--- src/rtl/asid_tlb.sv ---
module asid_tlb #(
  parameter int ENTRIES = 8,
  parameter int VPN_W   = 20,
  parameter int PFN_W   = 20,
  parameter int ASID_W  = 8
) (
  input  logic              clk,
  input  logic              rst_n,
  input  logic [VPN_W-1:0]  lk_vpn,
  output logic              lk_hit,
  output logic [PFN_W-1:0]  lk_pfn,
  output logic [2:0]        lk_perm,
  input  logic              ins_en,
  input  logic [VPN_W-1:0]  ins_vpn,
  input  logic [PFN_W-1:0]  ins_pfn,
  input  logic [2:0]        ins_perm,
  input  logic              asid_we,
  input  logic [ASID_W-1:0] asid_wdata,
  input  logic              flush,
  input  logic              ptb_we,
  input  logic              tag_mode
);
  localparam int IW = (ENTRIES > 1) ? $clog2(ENTRIES) : 1;
  localparam logic [IW-1:0] LAST = IW'(ENTRIES - 1);

  logic [ENTRIES-1:0] valid;
  logic [VPN_W-1:0]   vpn_q  [ENTRIES];
  logic [PFN_W-1:0]   pfn_q  [ENTRIES];
  logic [2:0]         perm_q [ENTRIES];
  logic [ASID_W-1:0]  tag_q  [ENTRIES];
  logic [ASID_W-1:0]  cur_asid;
  logic [IW-1:0]      rr_ptr;

  logic [ENTRIES-1:0] hit_vec, same_vec;
  logic [IW-1:0]      same_idx, free_idx, slot;
  logic               do_clr, do_ins, evict;

  assign do_clr = flush | (ptb_we & ~tag_mode);
  assign do_ins = ins_en & ~do_clr;

  always_comb begin
    lk_pfn   = '0;
    lk_perm  = '0;
    same_idx = '0;
    free_idx = '0;
    for (int i = 0; i < ENTRIES; i++) begin
      hit_vec[i]  = valid[i] && vpn_q[i] == lk_vpn  && tag_q[i] == cur_asid;
      same_vec[i] = valid[i] && vpn_q[i] == ins_vpn && tag_q[i] == cur_asid;
      if (hit_vec[i]) begin
        lk_pfn  = lk_pfn  | pfn_q[i];
        lk_perm = lk_perm | perm_q[i];
      end
      if (same_vec[i]) same_idx = IW'(i);
    end
    for (int i = ENTRIES - 1; i >= 0; i--)
      if (!valid[i]) free_idx = IW'(i);
  end

  assign lk_hit = |hit_vec;
  assign evict  = do_ins & ~|same_vec & &valid;
  assign slot   = |same_vec ? same_idx : (&valid ? rr_ptr : free_idx);

  always_ff @(posedge clk or negedge rst_n) begin
    if (!rst_n) begin
      valid    <= '0;
      cur_asid <= '0;
      rr_ptr   <= '0;
    end else begin
      if (asid_we) cur_asid <= asid_wdata;
      if (do_clr) valid <= '0;
      else if (do_ins) valid[slot] <= 1'b1;
      if (evict) rr_ptr <= (rr_ptr == LAST) ? '0 : rr_ptr + 1'b1;
    end
  end

  always_ff @(posedge clk) begin
    if (do_ins) begin
      vpn_q[slot]  <= ins_vpn;
      pfn_q[slot]  <= ins_pfn;
      perm_q[slot] <= ins_perm;
      tag_q[slot]  <= cur_asid;
    end
  end


  single_hit_chk: assert property (@(posedge clk) disable iff (!rst_n)
    $onehot0(hit_vec));

  asid_load_chk: assert property (@(posedge clk) disable iff (!rst_n)
    asid_we |=> cur_asid == $past(asid_wdata));

  flush_empty_chk: assert property (@(posedge clk) disable iff (!rst_n)
    flush |=> valid == '0);

  ptb_flush_chk: assert property (@(posedge clk) disable iff (!rst_n)
    (ptb_we && !tag_mode) |=> !lk_hit || $changed(lk_vpn) || valid == '0);

  ptb_keep_chk: assert property (@(posedge clk) disable iff (!rst_n)
    (ptb_we && tag_mode && !flush && !ins_en) |=> $stable(valid));

  rr_step_chk: assert property (@(posedge clk) disable iff (!rst_n)
    evict |=> rr_ptr == (($past(rr_ptr) == LAST) ? '0 : $past(rr_ptr) + 1'b1));

  rr_hold_chk: assert property (@(posedge clk) disable iff (!rst_n)
    !evict |=> $stable(rr_ptr));

  clr_beats_ins_chk: assert property (@(posedge clk) disable iff (!rst_n)
    (flush && ins_en) |=> valid == '0);
endmodule

--- config.mk ---
export PLATFORM = sky130hd
export DESIGN_NAME = asid_tlb
export DESIGN_NICKNAME = d
export VERILOG_FILES = /design/src/rtl/asid_tlb.sv
export SDC_FILE = /design/constraint.sdc
export NUM_CORES = 1
export LEC_CHECK = 0
export ABC_AREA = 1
export BUFFER_PORTS_ARGS = -buffer_cell sky130_fd_sc_hd__buf_2
export CAP_MARGIN = 30
export CORE_ASPECT_RATIO = 1.5
export CORE_MARGIN = 5
export CORE_UTILIZATION = 62
export CTS_CLUSTER_SIZE = 28
export DETAILED_ROUTE_END_ITERATION = 6
export HOLD_SLACK_MARGIN = 0.06
export PLACE_DENSITY_LB_ADDON = 0.08
export SYNTH_ARGS = -nofsm -noshare
export SYNTH_HDL_FRONTEND = slang
export SYNTH_SLANG_ARGS = --single-unit
export TNS_END_PERCENT = 10
--- constraint.sdc ---
create_clock -name clk -period 6.1 [get_ports clk]
set_input_delay 0 -clock clk [delete_from_list [all_inputs] [get_ports clk]]
set_output_delay 0 -clock clk [all_outputs]
set_load 0.05 [all_outputs]
# Word-level counts from Yosys, hierarchy flattened
# Memory sizes are Yosys's and may differ from the RTL's.
# Cells that the tools add are included.
# totals
register_bits	19
ramBits	408
inputBits	78
output_inout_bits	24
n_memories	4
# memory_table
name	depth	width	read_ports	rd_ports_with_merged_regs	wr	line	source
pfn_q	8	20	8	0	1	28	logic [PFN_W-1:0] pfn_q [ENTRIES];
vpn_q	8	20	8	0	1	27	logic [VPN_W-1:0] vpn_q [ENTRIES];
tag_q	8	8	8	0	1	30	logic [ASID_W-1:0] tag_q [ENTRIES];
perm_q	8	3	8	0	1	29	logic [2:0] perm_q [ENTRIES];
# op_classes
addsub	1
order_cmp	2
eq_ne	25
mux	40
n_bitwise	22
reduce_logical	38
# ops
op	n
$eq 20x20->1	16
$mux 20	8
$or 20x20->20	7
$mux 3	25
$eq 8x8->1	8
$logic_and 1x1->1	33
$or 3x3->3	7
$mux 8	2
$reduce_or 8->1	2
$or 8x8->8	1
$reduce_and 8->1	1
$and 1x1->1	4
$lt 3x4->1 const B	1
$mux 1	4
$add 3x1->3 const B	1
$demux 1 s3	1
$eq 3x3->1 const B	1
$ge 3x1->1 const B	1
$not 1->1	2
$reduce_bool 2->1	1
$logic_not 1->1	1
$or 1x1->1	1

# Logic depth before layout (Yosys ltp)
# Gate-level depths: netlist (run 1).
# An unclocked memory read counts as a cell.
# logic_depth
word_depth	19
ltp_mapped	20

# Worst setup path after synthesis (run 1)
# OpenSTA, ideal clock, no wires.
# synth_path
path_type	register to register
startpoint	register cur_asid[6]
endpoint	memory perm_q[1][0] (enable)
setup_ns	0.460
arrival_time_ns	3.817
t_required_ns	5.640
setup_slack_ns	1.823
stages_incl_launch_ff	14
n_path_buf	1
period_less_slack_ns	4.277
cell_sequence	dfrtp_1 buf_6 xnor2_1 nand2_1 nor2_1 nand2_2 nor2_1 nand2_1 nand2_2 nor2_8 and2_4 nand2_4 nand2_8 nor2_1
# synth_via
elab_chain_cells	10
# synth_lines
item	line	source
start, declared	31	logic [ASID_W-1:0] cur_asid;
start signal, assigned	69	if (asid_we) cur_asid <= asid_wdata;
$eq 8x8->1	48	same_vec[i] = valid[i] && vpn_q[i] == ins_vpn && tag_q[i] == cur_asid;
$logic_and 1x1->1	48	
$mux 1	53	if (same_vec[i]) same_idx = IW'(i);
$mux 3 (6 in a row)	53	
$mux 3 *	61	assign slot = |same_vec ? same_idx : (&valid ? rr_ptr : free_idx);
end, declared	29	
# Every way passes the cells marked *; elsewhere a longest branch is shown, timed or not.

# Worst setup path after layout (run 1)
# layout_path
startpoint	register cur_asid[1]
endpoint	memory pfn_q[2][9] (enable)
# layout_via
elab_chain_cells	10
# layout_lines
item	line
$eq 8x8->1	48
$logic_and 1x1->1	48
$mux 1	53
$mux 3 (6 in a row)	53
$mux 3 *	61
end, declared	28
# Marked as above.

==> summary by stage, run 1 <==
Outcome
The run finished, with violations left. The checks that failed: DRC.

STA
The setup TNS is 0 ns. Setup repair after global routing left no endpoint under its margin. Timing would allow up to 220.5 MHz. For the pin with the worst max-slew slack, the measured transition is 1.007 ns.

In the finished design, the share of the clock period the worst path needs comes to 0.7435. The final max-slew violation count is 0. After layout, the worst setup slack is between 1.5 and 2 ns.

The largest clock skew in the final design is 0.02046 ns. The headroom to the max-slew limit is 0.3280. The minimum clock period after layout is about 4.5 ns.

The total setup violations reported at the end of the flow is 0. The final count of hold timing violations is 0.

Min path
The path with the worst hold slack has its endpoint at valid[5]. The worst hold path cell count is 7. In this run the worst hold path is classified as in2reg. The launch point of the worst hold path is tag_mode.

Yosys
The mapped netlist covers 21,980 µm². The count of state elements after synthesis is 427. In the synthesized netlist the async set-or-reset flop fraction comes to 0.04450.

The share of the Yosys chip area taken by registers is 0.5790. After technology mapping, the gate count stands at 2,377. Synthesis instantiated between 50 and 60 different standard cells from the library.

The synthesized area per cell is 9.247 µm². The top flip-flop cell by instance count after synthesis is edfxtp_1. For this run, the number of Yosys warnings is 0. Synthesis produced a netlist with a net count of around 2.5k.

In this run, synthesis inferred 408 flip-flops with an integrated enable.

Power and ir drop
The static leakage is ~10 nW. Cell internal power was estimated by the tool at a little under 5 mW. In this run the power spent charging and discharging nets is 1.562 mW. The worst vdd rail ir drop is 309.7 µV. The total power per unit cell area is 260.1 nW/µm². The clock network power share is 0.403.

The share of total power dissipated in combinational logic is 0.085. The share of total power consumed by net switching is 0.2426. The power share of the sequential group is 0.512.

Worst setup path
The critical path data required time is around 6.3 ns. Data on the critical path arrives at its endpoint at 4.74 ns. Among all stages on the critical path, the largest delay is contributed by dfrtp_1. The sort of element at the start of the critical path is a flop. The worst stage delay on the critical path is 0.80 ns. The element type at the critical path end is a flop. The critical setup path kind is reg2reg. The register-to-register setup slack is 1.56 ns.

The start of the worst register-to-register path is cur_asid[1]. The critical path goes through inv_1 > nand2_1 > nand4_1 > nor2_1 > nand2_1 > nor2_1 > nand2_1 > nand2_2 > nor2_8 > a21oi_2 > nand2_2 > nand2_8 > nand2_4 > inv_2 > buf_4. In this run the worst path has a maximum fanout of 31.

The end of the worst register-to-register path is pfn_q[2][9]. The number of cells on the worst reg-to-reg path is 15. In this design, the critical path's most frequently occurring cell is nand2_1.

Layout
The most common cell after layout, fill and taps aside is nand2_1. The net count of the finished layout is 2,623. The layout overhead on the synthesized area is 12.62%. In the final layout, the share of cells above drive strength 1 is 0.1070. The final design instance area without fill is 24,760 µm². Leaving out fill and tap cells, the most frequent cells in the layout are nand2_1, edfxtp_1, nor2_1.

Route
The routed layout has 18.96k vias. In this run the remaining antenna-violating nets after routing total 0. In the routed design, unresolved DRC markers number 1. The violation count after the first detailed-route iteration is 2,849. The total wire length after detailed routing is about 85,000 µm. After detailed routing, the number of vias per cell comes to about 6.2.

For this run, the detailed router's first-pass iteration total came to 7. The routed length per placed instance is between 20 and 30 µm.

CTS
The later-pin clock latency in the skew report is 0.57 ns. The clock-pin slew of the registers on the worst-case setup and hold paths is 0.07 ns. The cell at the root of the clock tree is clkbuf_16. The deepest clock path buffer count is 3. Clock tree synthesis inserted a total of 40 buffers. The clock drives 427 sinks.

CTS built an H-tree with a depth of 2. The TritonCTS clock tree is yes. Buffers added to address setup during post-CTS repair amount to 0.

Placed design
The global placement routability congestion is between 1 and 1.5. The sum of net half-perimeters after detailed placement is ~55,000 µm. OpenSTA, run right after detailed placement, puts the worst setup slack at 1.764 ns.

The port buffer count is slightly above 100. The cell area reported after detailed placement is 22,660 µm².

Job
The max-capacitance violation count is 0.

Global route
The total overflow reported by the global router is 0. The number of global-route vias before repair is 18.66k. Entering global routing, the biggest net connects 52 pins. The first global-routing pass estimated around 120,000 µm of wire.

The overall routing resource usage is 0.4294. The initial antenna violation count is 7.

Die
The core outline area is 35,100 µm². The vertical die dimension is 240.6 µm. From left edge to right edge, the die measures 163.7 µm. For this configuration, the core starts out at a cell density of 0.6262. The area enclosed by the die boundary is a little under 40,000 µm². The floorplan has 84 rows.

The top-level port count is 102.
## worst max-delay path by stage
stage / startpoint / end / depth (start not counted)
final: cur_asid[1] / pfn_q[2][9] / 15
after global routing: cur_asid[7] / pfn_q[1][1] / 15
after CTS: cur_asid[7] / pfn_q[1][12] / 15
after detailed placement: cur_asid[7] / tag_q[3][1] / 15
after global placement: cur_asid[7] / pfn_q[3][14] / 15
after floorplan: cur_asid[6] / perm_q[1][0] / 13
## flip-flops by register name, indices dropped and copies added (netlist names)
signal    count
perm_q       24
rr_ptr        3
pfn_q       160
valid         8
vpn_q       160
tag_q        64
cur_asid      8
## cells by family (layout without fill, tap and decap cells)
family | after synthesis | count (layout) | synth area share
AOI/OAI and AO/OA | 185 | 185 | 0.05129
xor gates and xnor gates | 122 | 122 | 0.04861
adders and majority gates | 2 | 2 | 0.001138
buffers and inverters | 327 | 520 | 0.07104
DFF | 427 | 427 | 0.5790
other | 0 | 1 | 0
and+or+nand+nor | 1314 | 1314 | 0.2489
## critical path, delay by kind of cell (launching register included)
family / cells / cell delay (ns)
flops: 1 / 0.80
compound gates: 1 / 0.14
simple gates: 11 / 1.76
buf+inv: 3 / 1.41
## metrics by stage
step / std cells / power [mW] / utilization / hold slack, ns
finish: 3044 / 6.438 / 0.7052 / 0.08536
global route: 3043 / 6.595 / 0.7051 / 0.1341
CTS: 3043 / 6.395 / 0.7051 / 0.08039
detailed placement: 2899 / 3.828 / 0.6456 / -0.02684
global placement: 2899 / 3.823 / 0.6456 / -0.03540
floorplan: 2377 / 3.623 / - / -0.2956
## synthesized netlist by cell type, types with 2 or more instances
| cell type | n | share of area |
|---|---|---|
| nor2_1 | 251 | 0.043 |
| a221oi_1 | 16 | 0.0064 |
| and2_4 | 2 | 0.00080 |
| o21bai_2 | 2 | 0.0010 |
| nand2_4 | 6 | 0.0031 |
| buf_6 | 15 | 0.0077 |
| o21ai_0 | 53 | 0.012 |
| inv_1 | 222 | 0.038 |
| nand2_2 | 24 | 0.0068 |
| nor4_1 | 20 | 0.0057 |
| xor2_1 | 36 | 0.014 |
| inv_2 | 27 | 0.0046 |
| clkbuf_8 | 5 | 0.0031 |
| nor3_1 | 5 | 0.0011 |
| o22ai_1 | 72 | 0.020 |
| o21ai_1 | 10 | 0.0023 |
| nand3_1 | 115 | 0.026 |
| xnor2_1 | 86 | 0.034 |
| ha_1 | 2 | 0.0011 |
| dfrtp_1 | 19 | 0.022 |
| or2_0 | 2 | 0.00057 |
| or2_2 | 3 | 0.00085 |
| inv_4 | 2 | 0.00057 |
| nor2_2 | 7 | 0.0020 |
| nand2_1 | 830 | 0.14 |
| buf_4 | 24 | 0.0082 |
| nand4_1 | 32 | 0.0091 |
| buf_2 | 25 | 0.0057 |
| a21oi_1 | 22 | 0.0050 |
| a31oi_1 | 2 | 0.00057 |
| nand3b_1 | 6 | 0.0020 |
| nor2_4 | 5 | 0.0026 |
| edfxtp_1 | 408 | 0.56 |
## cell type report
class                   count  area (µm²)
well taps                 473       591.8
diodes                      1       2.502
fillers                  2616       10350
repair buffers            196        1406
clock inverters            20       241.5
clock buffers              49        1099
inverters                 255       979.7
multi-input cells        1623        7707
flip-flops and latches    427       12730
## power groups by stage
stage                     sequential (mW)  clock [mW]  combinational [mW]
after detailed placement             3.36           0               0.468
after global routing                 3.30        2.73               0.567
after CTS                            3.30        2.59               0.511
final                                3.30        2.59               0.546
after global placement               3.36           0               0.464
after floorplan                      3.33           0               0.292
## layer usage
metal,track usage,vias up,part of all wire
met5,0,-,0.00066
met1,0.4818,8767,0.31
met2,0.6794,1554,0.46
met3,0.1174,482,0.12
li1,-,8153,-
met4,0.3619,8,0.11
## timing repair
item | CTS | global route
hold endpoints to repair | 381 | 0
resized for setup | 0 | 0
hold buffers | 75 | 0
Power figures use the tool's default switching activity.
==> run 2, diff against run 1 <==
- clock period: 6.1 -> 4.5 ns (I/O delays scaled with it)
==> run 2 against run 1 <==
The flow still finishes with violations (DRC). Clock power is 37% higher. Worst setup slack worse by 0.90 ns. Via count is 1.0% lower. Cell area is 1.0% higher. Critical endpoint is now lk_perm[1].
==> summary by stage, run 2 (synthesized netlist as in run 1, its figures left out) <==
STA
The minimum hold slack is 0.06870 ns. The total setup violations reported at the end of the flow is 0. The largest clock skew in the final design is ~0.022 ns. The headroom to the max-slew limit is 0.3058.

The minimum clock period after layout is 3.834 ns. The maximum achievable frequency is around 260 MHz. For the pin with the worst max-slew slack, the measured transition is 1.040 ns. Setup repair after global routing left no endpoint under its margin. The final max-slew violation count is 0. The final count of hold timing violations came to 0.

The setup TNS is 0 ns. The final cycle utilization of the critical path is 0.8521.

Worst setup path
The cell type of the slowest stage on the worst timing path is inv_1. The element type at the critical path end is an output port. The register-to-register setup slack is 0.76 ns.

The maximum fanout encountered on the critical timing path is 23. The worst register-to-register path ends at tag_q[7][7]. The worst stage delay on the critical path is 0.78 ns. STA classifies the critical path startpoint as a flop.

At the worst endpoint, the required time is 4.50 ns. The start of the worst register-to-register path is cur_asid[7]. The number of cells on the worst reg-to-reg path is 17.

At the worst endpoint, the arrival time is 3.83 ns. Traced cell by cell, the critical path runs through inv_1 > nand2_1 > nand2_1 > inv_1 > nand2_1 > nor2_1 > nand2_1 > nor2_1 > nand2_1 > inv_1 > nand2_1 > nand2_1 > nor2_1 > nand2_1 > buf_2. Counting stages on the worst path, the most repeated cell is nand2_1. The critical setup path kind is reg2out.

Power and ir drop
The worst vdd rail ir drop is 425.0 µV. For this design the static power due to leakage is 10.55 nW. Dividing total power by cell area gives a power density of 350.3 nW/µm². Total power for the finished layout comes to 8.757 mW.

Route
The routed length per placed instance is 26.01 µm. The number of vias per cell is ~6.1. The total wire length after detailed routing is 79,730 µm.

The number of remaining DRC errors is 54. The violation count after the first detailed-route iteration is between 2k and 3k. The detail route stage leaves a number of antenna-violating nets equal to 0. The total number of vias is 18.77k. The number of iterations in the first detailed-routing pass is 7.

Layout
The most common cell after layout, fill and taps aside is nand2_1. The final design instance area without fill is 25,000 µm². The number of inserted filler cells in the final layout is 2,612. The top cell types in the final layout, fill and taps aside, are nand2_1, edfxtp_1, nor2_1.

Relative to the synthesized area, the layout overhead comes to 13.75%. Of the cells placed in the final design, the portion with a size suffix greater than 1 is 0.1154. The largest registers in the layout are pfn_q: 160 flops, vpn_q: 160 flops, tag_q: 64 flops. After the last flow step, the layout net total stands at 2,641. Measured on the finished design, the core utilization comes to 0.7123.

Global route
Entering global routing, the biggest net connects 52 pins. The first global-routing pass estimated 114,400 µm of wire. The initial antenna violation count is 1. The number of global-route vias before repair is 18.44k. For this run, the total global-route usage over all layers was measured as 0.4016. The total overflow reported by the global router is 0.

Die
The core outline area is 35,100 µm². The top-level port count is 102. The initial core utilization is 0.6262.

The floorplan step set the die height to 240.6 µm. From left edge to right edge, the die measures between 150 and 200 µm. Row generation in the floorplan step produced 84 rows. The area enclosed by the die boundary is between 30,000 and 40,000 µm².

Job
The max-capacitance violation count is 0.

Min path
The path class of the tightest hold or removal check is in2reg. The launch point of the worst hold path is ins_en. The hold path endpoint is rr_ptr[1].

The worst hold path passes through 5 cells.

CTS
The post-CTS setup buffer count is 0. The H-tree was split into 2 levels. The number of clock buffers added by TritonCTS is 40. The tree is rooted in a clkbuf_16.

The clock-pin slew of the registers on the worst-case setup and hold paths is 0.06 ns. The TritonCTS clock tree is yes. Clock latency on the worst-skew pair, taken at its later pin, is 0.57 ns. The clock sink count is 427. The deepest clock path buffer count is 3.

Placed design
After legalization and detailed placement, the total HPWL measured roughly 54,000 µm. The congestion estimate from routability-driven global placement came to 1.082. In this run the tool buffered the top-level ports with approximately 100 buffer cells. The cell area reported after detailed placement is around 23,000 µm².

Outcome
The run finished, with violations left. The checks that failed: DRC.
-- run 2: worst max path at each step --
stage                      startpoint  cells past startpoint  slack, ns            to
final                     cur_asid[3]                     15       0.67    lk_perm[1]
after global routing      cur_asid[3]                     15       0.49    lk_perm[1]
after CTS                 cur_asid[3]                     15       0.80    lk_perm[2]
after detailed placement  cur_asid[7]                     17        1.0   pfn_q[7][9]
after global placement    cur_asid[7]                     17       1.09   tag_q[7][7]
after floorplan           cur_asid[6]                     13       0.22  perm_q[1][0]
-- run 2: report_power, final --
group	internal, mW	switching, mW
sequential	4.40	0.0605
combinational	0.234	0.522
clock	2.01	1.53
-- run 2: area by class of cell --
type                       count  area [µm²]  share of cell area
antenna                        1       2.502           0.0001001
clock buffer                  47        1027             0.04109
clock inverter                26       340.3             0.01361
inverter                     255       979.7             0.03918
multi-input combinational   1623        7707              0.3083
sequential                   427       12730              0.5090
tap                          473       591.8             0.02367
timing repair buffer         214        1627             0.06506
-- run 2: metal layers --
layer | part of all wire | wire length [µm] | track usage
met4 | 0.12 | 9171 | 0.3489
met3 | 0.11 | 8477 | 0.08115
met1 | 0.32 | 25320 | 0.4507
met5 | 0 | 0 | 0
met2 | 0.46 | 36760 | 0.6513
-- run 2: worst max-delay path, delay by kind of cell, from the launching register on --
kind | cells | cell delay, ns
simple gates | 11 | 1.21
flops | 1 | 0.73
buf+inv | 4 | 1.33
-- run 2: what timing repair did --
item                      4_1_cts  5_1_grt
hold buffers                   71        0
resized for setup               0        0
hold endpoints to repair      377        0
-- run 2: stage by stage --
stage	setup slack, ns	std cells
2_1_floorplan	0.2235	2377
3_3_place_gp	1.085	2920
3_5_place_dp	0.9978	2920
4_1_cts	0.7989	3064
5_1_grt	0.4874	3065
6_report	0.6657	3066
